<file path="src/rtl/cle_pkg.sv">
package cle_pkg;

  localparam int CHAR_W = 8;

  localparam logic [CHAR_W-1:0] CH_CR = 8'h0D;
  localparam logic [CHAR_W-1:0] CH_BS = 8'h08;

  typedef enum logic [1:0] {
    BK_END,
    BK_ERASE,
    BK_CHAR,
    BK_OTHER
  } byte_kind_e;

  // Sort a received byte into the action it triggers.
  function automatic byte_kind_e classify(input logic [CHAR_W-1:0] b);
    if (b == CH_CR)
      return BK_END;
    else if (b == CH_BS)
      return BK_ERASE;
    else if (b >= 8'h20 && b <= 8'h7E)
      return BK_CHAR;
    else
      return BK_OTHER;
  endfunction

  // Fold lowercase letters to uppercase; leave everything else alone.
  function automatic logic [CHAR_W-1:0] fold_upper(input logic [CHAR_W-1:0] b);
    if (b >= 8'h61 && b <= 8'h7A)
      return b - 8'h20;
    else
      return b;
  endfunction

endpackage

</file>
<file path="src/rtl/cle_rx_gate.sv">
module cle_rx_gate
  import cle_pkg::*;
(
  input  logic [CHAR_W-1:0] rx_byte,
  input  logic              rx_present,
  input  logic              tx_full,
  input  logic              line_ready,
  input  logic              line_done,
  output logic              rx_pop,
  output logic              ev_end,
  output logic              ev_erase_req,
  output logic              ev_char_req,
  output logic [CHAR_W-1:0] char_up
);

  byte_kind_e kind;

  always_comb begin
    rx_pop       = rx_present & ~tx_full & ~line_ready & ~line_done;
    kind         = classify(rx_byte);
    ev_end       = rx_pop && (kind == BK_END);
    ev_erase_req = rx_pop && (kind == BK_ERASE);
    ev_char_req  = rx_pop && (kind == BK_CHAR);
    char_up      = fold_upper(rx_byte);
  end

endmodule

</file>
<file path="src/rtl/cle_line_store.sv">
module cle_line_store
  import cle_pkg::*;
#(
  parameter int DEPTH = 16,
  localparam int IDX_W = $clog2(DEPTH),
  localparam int LEN_W = $clog2(DEPTH + 1)
) (
  input  logic              clk,
  input  logic              rst_n,
  input  logic              clear,
  input  logic              push,
  input  logic [CHAR_W-1:0] push_char,
  input  logic              erase,
  input  logic [IDX_W-1:0]  rd_idx,
  output logic [CHAR_W-1:0] rd_char,
  output logic [LEN_W-1:0]  len,
  output logic              is_full,
  output logic              is_empty
);

  logic [CHAR_W-1:0] slot [DEPTH];

  for (genvar g = 0; g < DEPTH; g++) begin : g_slot
    logic wr_sel;
    assign wr_sel = push && (len == LEN_W'(g));
    always_ff @(posedge clk or negedge rst_n) begin
      if (!rst_n)
        slot[g] <= '0;
      else if (wr_sel)
        slot[g] <= push_char;
    end
  end

  always_ff @(posedge clk or negedge rst_n) begin
    if (!rst_n)
      len <= '0;
    else if (clear)
      len <= '0;
    else if (push)
      len <= len + 1'b1;
    else if (erase)
      len <= len - 1'b1;
  end

  always_comb begin
    is_full  = (len == LEN_W'(DEPTH));
    is_empty = (len == '0);
    rd_char  = (32'(rd_idx) < DEPTH) ? slot[rd_idx] : '0;
  end

endmodule

</file>
<file path="src/rtl/cle_echo.sv">
module cle_echo
  import cle_pkg::*;
(
  input  logic              clk,
  input  logic              rst_n,
  input  logic              send_char,
  input  logic              send_erase,
  input  logic [CHAR_W-1:0] char_in,
  output logic              echo_wr,
  output logic [CHAR_W-1:0] echo_byte
);

  always_ff @(posedge clk or negedge rst_n) begin
    if (!rst_n) begin
      echo_wr   <= 1'b0;
      echo_byte <= '0;
    end else begin
      echo_wr <= send_char | send_erase;
      if (send_erase)
        echo_byte <= CH_BS;
      else if (send_char)
        echo_byte <= char_in;
    end
  end

endmodule

</file>
<file path="src/rtl/cmd_line_editor.sv">
module cmd_line_editor
  import cle_pkg::*;
#(
  parameter int DEPTH = 16,
  localparam int IDX_W = $clog2(DEPTH),
  localparam int LEN_W = $clog2(DEPTH + 1)
) (
  input  logic              clk,
  input  logic              rst_n,
  input  logic [CHAR_W-1:0] rx_byte,
  input  logic              rx_present,
  input  logic              rx_full,
  output logic              rx_pop,
  input  logic              tx_full,
  output logic [CHAR_W-1:0] echo_byte,
  output logic              echo_wr,
  input  logic              line_done,
  input  logic [IDX_W-1:0]  rd_idx,
  output logic [CHAR_W-1:0] rd_char,
  output logic [LEN_W-1:0]  line_len,
  output logic              line_ready,
  output logic              line_long,
  output logic              overflow
);

  // Named internal events, used by the checker.
  logic              ev_end;
  logic              ev_erase_req;
  logic              ev_char_req;
  logic              ev_store;
  logic              ev_erase;
  logic              ev_drop;
  logic [CHAR_W-1:0] char_up;
  logic              buf_full;
  logic              buf_empty;

  cle_rx_gate u_gate (
    .rx_byte      (rx_byte),
    .rx_present   (rx_present),
    .tx_full      (tx_full),
    .line_ready   (line_ready),
    .line_done    (line_done),
    .rx_pop       (rx_pop),
    .ev_end       (ev_end),
    .ev_erase_req (ev_erase_req),
    .ev_char_req  (ev_char_req),
    .char_up      (char_up)
  );

  assign ev_store = ev_char_req & ~buf_full;
  assign ev_drop  = ev_char_req & buf_full;
  assign ev_erase = ev_erase_req & ~buf_empty;

  cle_line_store #(.DEPTH(DEPTH)) u_store (
    .clk       (clk),
    .rst_n     (rst_n),
    .clear     (line_done),
    .push      (ev_store),
    .push_char (char_up),
    .erase     (ev_erase),
    .rd_idx    (rd_idx),
    .rd_char   (rd_char),
    .len       (line_len),
    .is_full   (buf_full),
    .is_empty  (buf_empty)
  );

  cle_echo u_echo (
    .clk        (clk),
    .rst_n      (rst_n),
    .send_char  (ev_store),
    .send_erase (ev_erase),
    .char_in    (char_up),
    .echo_wr    (echo_wr),
    .echo_byte  (echo_byte)
  );

  always_ff @(posedge clk or negedge rst_n) begin
    if (!rst_n) begin
      line_ready <= 1'b0;
      line_long  <= 1'b0;
      overflow   <= 1'b0;
    end else if (line_done) begin
      line_ready <= 1'b0;
      line_long  <= 1'b0;
      overflow   <= 1'b0;
    end else begin
      if (ev_end)
        line_ready <= 1'b1;
      if (ev_drop)
        line_long <= 1'b1;
      if (rx_full)
        overflow <= 1'b1;
    end
  end

endmodule

</file>
<file path="config.mk">
export PLATFORM = sky130hd
export DESIGN_NAME = cmd_line_editor
export DESIGN_NICKNAME = d
export VERILOG_FILES = /design/src/rtl/cle_pkg.sv /design/src/rtl/cle_rx_gate.sv /design/src/rtl/cle_line_store.sv /design/src/rtl/cle_echo.sv /design/src/rtl/cmd_line_editor.sv
export SDC_FILE = /design/constraint.sdc
export NUM_CORES = 1
export LEC_CHECK = 0
export BUFFER_PORTS_ARGS = -buffer_cell sky130_fd_sc_hd__buf_4
export CAP_MARGIN = 20
export CORE_ASPECT_RATIO = 1.4
export CORE_MARGIN = 3
export CORE_UTILIZATION = 45
export CTS_BUF_LIST = sky130_fd_sc_hd__clkbuf_16
export CTS_CLUSTER_DIAMETER = 100
export DETAILED_ROUTE_END_ITERATION = 16
export PLACE_DENSITY = 0.75
export SYNTH_ARGS = -nofsm -noshare
export SYNTH_HDL_FRONTEND = slang
export SYNTH_SLANG_ARGS = --single-unit
</file>
<file path="constraint.sdc">
create_clock -name clk -period 2.2 [get_ports clk]
set_clock_uncertainty 0.05 [all_clocks]
set_input_delay 0.22 -clock clk [delete_from_list [all_inputs] [get_ports clk]]
set_output_delay 0.22 -clock clk [all_outputs]
set_load 0.05 [all_outputs]
</file>
## Word-level counts from Yosys, hierarchy flattened

Cells that the tools add are included.

- Register bits: 145
- Bits of input ports: 18
- Output and inout bits: 26

- Add/subtract/negate cells: 3
- Order comparisons: 5
- Eq/ne operators: 20
- Multiplexer cells: 18
- Bitwise operators: 13
- Reductions and logical operators: 28

Operators by type and width:

| kind | count |
|---|---|
| 5-bit by 4-bit == test with 1-bit output, second input constant | 8 |
| 8-bit two-way mux | 5 |
| 8-bit binary-select mux with 4-bit select | 1 |
| 1-bit logical AND | 21 |
| 5-bit by 3-bit == test with 1-bit output, second input constant | 4 |
| 8-bit by 4-bit == test with 1-bit output, second input constant | 2 |
| 8-bit by 7-bit <= comparator with 1-bit output, second input constant | 2 |
| 5-bit two-way mux | 3 |
| 5-bit by 2-bit == test with 1-bit output, second input constant | 2 |
| 8-bit by 6-bit greater-or-equal comparator with 1-bit output, second input constant | 1 |
| 8-bit by 7-bit greater-or-equal comparator with 1-bit output, second input constant | 1 |
| 2-bit nonzero test | 4 |
| 8-bit by 6-bit subtractor with 8-bit output, second input constant | 1 |
| 1-bit two-way mux | 7 |
| 1-bit AND | 6 |
| 5-bit by 1-bit adder with 5-bit output, second input constant | 1 |
| 5-bit by 1-bit == test with 1-bit output, second input constant | 1 |
| 5-bit == test, second input constant | 1 |
| 5-bit greater-or-equal comparator, second input constant | 1 |
| 5-bit zero test | 1 |
| 1-bit NOT | 5 |
| 4-bit NOT with 5-bit output | 1 |
| 5-bit by 1-bit subtractor with 5-bit output, second input constant | 1 |
| 2-bit two-way mux | 2 |
| other kinds (5) | 5 |

## Depth between registers and ports, before layout

- Depth after elaboration: 11
- Mapped depth: 7
- Depth with buffers taken out: 7

## By module

Synthesis repeated with hierarchy kept, for this count alone.

- Cells, all modules: 472
- Area total of the unflattened synthesis: 7041.8 sq um

Modules (own cells, without submodules):

| module | instances | cells an instance | area each (sq um) | sequential area each (sq um) |
|---|---|---|---|---|
| cle_line_store | 1 | 401 | 6331.1 | 3328.2 |
| cle_echo | 1 | 28 | 361.6 | 225.2 |
| cle_rx_gate | 1 | 32 | 235.2 | 0.0 |
| cmd_line_editor | 1 | 11 | 113.9 | 75.1 |

## Least setup slack after synthesis

OpenSTA, ideal clock, no wires.

- Kind: register to register
- Start: register line_ready
- End: register u_store.slot[17] (netlist bit)
- Library setup time: 125 ps
- Data arrival time: 3176 ps
- Setup slack: -1151 ps
- Cell stages (with the launch flop): 7
- Clock period less this slack: 3351 ps
- Cells stage by stage: dfrtp_1 nor4b_2 nand2_2 nor4b_4 and3_1 buf_4 mux2_2

- Word-level cells in the longest chain between the ends: 6

Ends and longest elaborated chain:

| what | RTL line | text |
|---|---|---|
| start: declaration | cmd_line_editor.sv:21 | `output logic line_ready,` |
| start signal: assignment | cmd_line_editor.sv:80 | `line_ready <= 1'b0;` |
| start signal: assignment | cmd_line_editor.sv:84 | `line_ready <= 1'b0;` |
| start signal: assignment | cmd_line_editor.sv:89 | `line_ready <= 1'b1;` |
| 1-bit NOT | cle_rx_gate.sv:19 | `rx_pop = rx_present & ~tx_full & ~line_ready & ~line_done;` |
| 1-bit AND (2 in a row) | cle_rx_gate.sv:19 |  |
| via rx_pop | cmd_line_editor.sv:13 | `output logic rx_pop,` |
| 1-bit logical AND | cle_rx_gate.sv:23 | `ev_char_req = rx_pop && (kind == BK_CHAR);` |
| 1-bit AND | cmd_line_editor.sv:50 | `assign ev_store = ev_char_req & ~buf_full;` |
| 1-bit logical AND | cle_line_store.sv:25 | `assign wr_sel = push && (len == LEN_W'(g));` |
| end signal: indexed assignment | cle_line_store.sv:30 | `slot[g] <= push_char;` |
| end: declaration | cle_line_store.sv:21 | `logic [CHAR_W-1:0] slot [DEPTH];` |

The timed path passes the listed nets, and every way through them passes these cells.
A chain may end at the register's enable or synchronous reset.

## Worst setup path in the final report

- Start: register u_store.slot[33] (netlist bit)
- End: output port rd_char[1]

- Word-level cells in the longest chain between the ends: 3

Ends and longest elaborated chain:

| what | RTL line | text |
|---|---|---|
| 8-bit binary-select mux with 4-bit select | cle_line_store.sv:48 | `rd_char = (32'(rd_idx) < DEPTH) ? slot[rd_idx] : '0;` |
| 8-bit two-way mux (not written as such) (2 in a row) | cle_line_store.sv:48 |  |
| end: declaration | cmd_line_editor.sv:19 | `output logic [CHAR_W-1:0] rd_char,` |

No other way between the ends. The select of a mux whose other input is x is not followed.

==> impl_metrics.ini <==
[status]
status = complete, but fails checks
failed_checks = negative setup slack

[clock_tree]
h-tree-depth = 4
cts_made_buffers = 17
cts.path.max_buffers = 2
clockRootBuffer = clkbuf_16
clock-sinks = 145
insertion_delay_ns = 0.41
cts_tree = built
clkTransAtPathRegs_ns = 0.06

[power_and_ir_drop]
vdd_drop_max_uv = 526
pwr-share-seq = 0.439
p_int_mw = 4.76
net-switching-power_mw = 1.77
combPwrFrac = 0.135
power_frac_clock = 0.427
swShare = 0.271
p_per_area_nw_per_um2 = 759
p_leak_nw = 4.15

[routing]
drtAntennaViolNets = 0
first_iter_violations = 222
finalWirelength_um = 15700
wl_per_cell_um = 21.1
first_pass_iters = 4
drc_errors = 0
vias_per_cell = 5.76
vias = 4284

[synth]
synth_compound_area_frac = 0.0183
synthXorXnorAreaFrac = 0.00127
ys_types = 43
yosys_warnings = 0
yosysSeqAreaShare = 0.527
syn_nets = 488
synthAdderAreaFrac = 0.0163
synthesis.area_um2 = 6890
synth_cells = 461
yosys.area_share.simple = 0.0703
avgSynthCellArea_um2 = 14.9
muxShareOfSynthArea = 0.343
ys_ff_latch = 145
synth_top_family_by_area = multiplexers

[setup_path]
startpoint_type = flop
path_buf_inv = 1
critPathTopFamily = multiplexers
path_cells = mux4_2, mux4_2, buf_6
arrival_ns = 1.99
crit_type = reg2out
end_kind = output pin
critPathLaunch = u_store.slot[33]
slowest_stage = mux4_2
critPathMaxStageDelay_ns = 0.51
cp.required_ns = 1.93
timing.rr.start = line_ready
crit_fanout = 2
cp_common_cell = mux4_2

[grt]
grt_pass1_vias = 4725
grt_max_degree = 66
antenna_found_initial = 0
gr-total-overflow = 0
grt_pass1_wl_um = 25400
globalRouteTotalUtil = 0.191

[flow_run]
drv_cap = 0

[floorplan]
die-area_um2 = 16900
initial_core_util = 0.469
ios = 44
die_h_um = 152
die_width_um = 111
core-area_um2 = 14700
core.rowCount = 52

[final_layout]
synthToLayoutAreaGrowth_pct = 24.9
fin_nets = 569
fill_cells = 1120
diodes = 0
design_area_um2 = 8600
drive_gt1_frac = 0.575
layout_commonest_cell = dfrtp_1
layout_common_cells = dfrtp_1, mux2_2, buf_4, mux4_2, clkbuf_16

[worst_hold_path]
hold_start = rx_byte[3]
hp-class = in2reg

[sta]
tns_ns = -0.256
fin_crit_sh = 1.03
drv_slew = 0
setup_slack_ns = -0.0551
relSlewSlack = 0.507
fin_crit_ns = 2.26
max_freq_mhz = 443
rsz0062_at_grt = yes
hold_viol = 0
max_slew.worst_pin.slew_ns = 0.735
setup_viol = 8

[placed_design]
place_congestion = 0.870
hpwl_um = 10800
numPortBuffers = 43
dpl_cell_area_um2 = 7850
registers in the layout, summed over array words and instances, names as in the netlist:
signal and flops:
u_store.slot 128, u_echo.echo_byte 8, u_store.len 5, line_long 1
line_ready 1, overflow 1, u_echo.echo_wr 1
cells in the mapped netlist, drive strengths merged:
| master | number | share of area |
|---|---|---|
| dfrtp | 145 | 0.53 |
| buf | 9 | 0.0064 |
| a21oi | 5 | 0.0036 |
| nor4 | 5 | 0.0073 |
| nand2 | 18 | 0.010 |
| o21ai | 3 | 0.0022 |
| o2bb2ai | 1 | 0.0013 |
| a211oi | 2 | 0.0022 |
| a31oi | 3 | 0.0036 |
| o22ai | 1 | 0.00091 |
| nand4 | 3 | 0.0027 |
| mux2 | 129 | 0.21 |
| nand3 | 21 | 0.018 |
| ha | 9 | 0.016 |
| nor3 | 2 | 0.0022 |
| nor2 | 7 | 0.0038 |
| xnor2 | 1 | 0.0013 |
| a21o | 2 | 0.0022 |
| or4b | 2 | 0.0029 |
| a22oi | 1 | 0.0011 |
| mux2i | 1 | 0.0015 |
| clkbuf | 23 | 0.013 |
| nor2b | 4 | 0.0036 |
| mux4 | 40 | 0.13 |
| nand2b | 1 | 0.00091 |
| or4 | 1 | 0.0011 |
| o31a | 1 | 0.0013 |
| nand3b | 1 | 0.0016 |
| nor4b | 4 | 0.010 |
| inv | 10 | 0.0054 |
| or3 | 1 | 0.00091 |
| and3 | 5 | 0.0045 |
worst paths after layout:
| check | endpoint | slack [ns] | cells past startpoint |
|---|---|---|---|
| min in group asynchronous | u_echo.echo_byte[4] | 0.32 | 2 |
| min | u_echo.echo_byte[3] | 0.09 | 3 |
| max reg2reg | u_store.slot[30] | 0.09 | 6 |
| max in group asynchronous | u_store.slot[74] | 1.06 | 3 |
| min reg2reg | u_store.slot[108] | 0.45 | 1 |
| max | rd_char[1] | -0.06 | 3 |
logic make-up after synthesis:
| family | Yosys count |
|---|---|
| muxes | 170 |
| DFF | 145 |
| and+or+nand+nor | 75 |
| buffers and inverters | 42 |
| AOI/OAI and AO/OA | 19 |
| adders and majority gates | 9 |
| xor gates and xnor gates | 1 |
metrics by stage:
| stage | setup slack, ns | std cells | utilization | total power, mW | hold slack (ns) |
|---|---|---|---|---|---|
| 2_1_floorplan | -0.611 | 461 | - | 3.42 | -0.126 |
| 3_3_place_gp | -0.246 | 709 | 0.534 | 3.74 | 0.203 |
| 3_5_place_dp | -0.317 | 709 | 0.534 | 3.78 | 0.210 |
| 4_1_cts | -0.0623 | 743 | 0.577 | 6.58 | 0.0748 |
| 5_1_grt | -0.102 | 744 | 0.585 | 6.78 | 0.0929 |
| 6_report | -0.0551 | 744 | 0.585 | 6.53 | 0.0917 |
power groups by stage:
stage | Clock [mW] | Sequential, mW | Combinational [mW]
2_1_floorplan | 0 | 3.04 | 0.376
3_3_place_gp | 0 | 2.90 | 0.837
3_5_place_dp | 0 | 2.91 | 0.863
4_1_cts | 2.84 | 2.87 | 0.877
5_1_grt | 2.95 | 2.88 | 0.946
6_report | 2.79 | 2.87 | 0.879
repair_timing:
item | CTS | global route
endpoints found under the setup margin | 42 | 64
hold buffers | 2 | 0
buffers inserted | 0 | 1
hold endpoints to repair | 62 | 0
pin swaps | 1 | 3
gates resized for setup | 10 | 24
worst min-delay path, stage by stage:
cell	delay [ns]
buf_4	0.09
inv_1	0.07
a21oi_1	0.13
layout make-up:
type,instances,area (µm²),share of cell area
inverter,10,37.5,0.00436
multi-input combinational,274,3270,0.380
tap,189,236,0.0275
clock inverter,15,149,0.0173
clock buffer,17,425,0.0494
sequential,145,3630,0.422
timing repair buffer,94,861,0.100
routing by layer:
| layer | vias to the layer above | wire length [µm] | global-route usage |
|---|---|---|---|
| met5 | - | 0 | 0 |
| met4 | 0 | 255 | 0.0692 |
| met3 | 18 | 456 | 0.0342 |
| met2 | 70 | 8650 | 0.337 |
| met1 | 2302 | 6340 | 0.236 |
| li1 | 1894 | - | - |
Power figures use the tool's default switching activity.
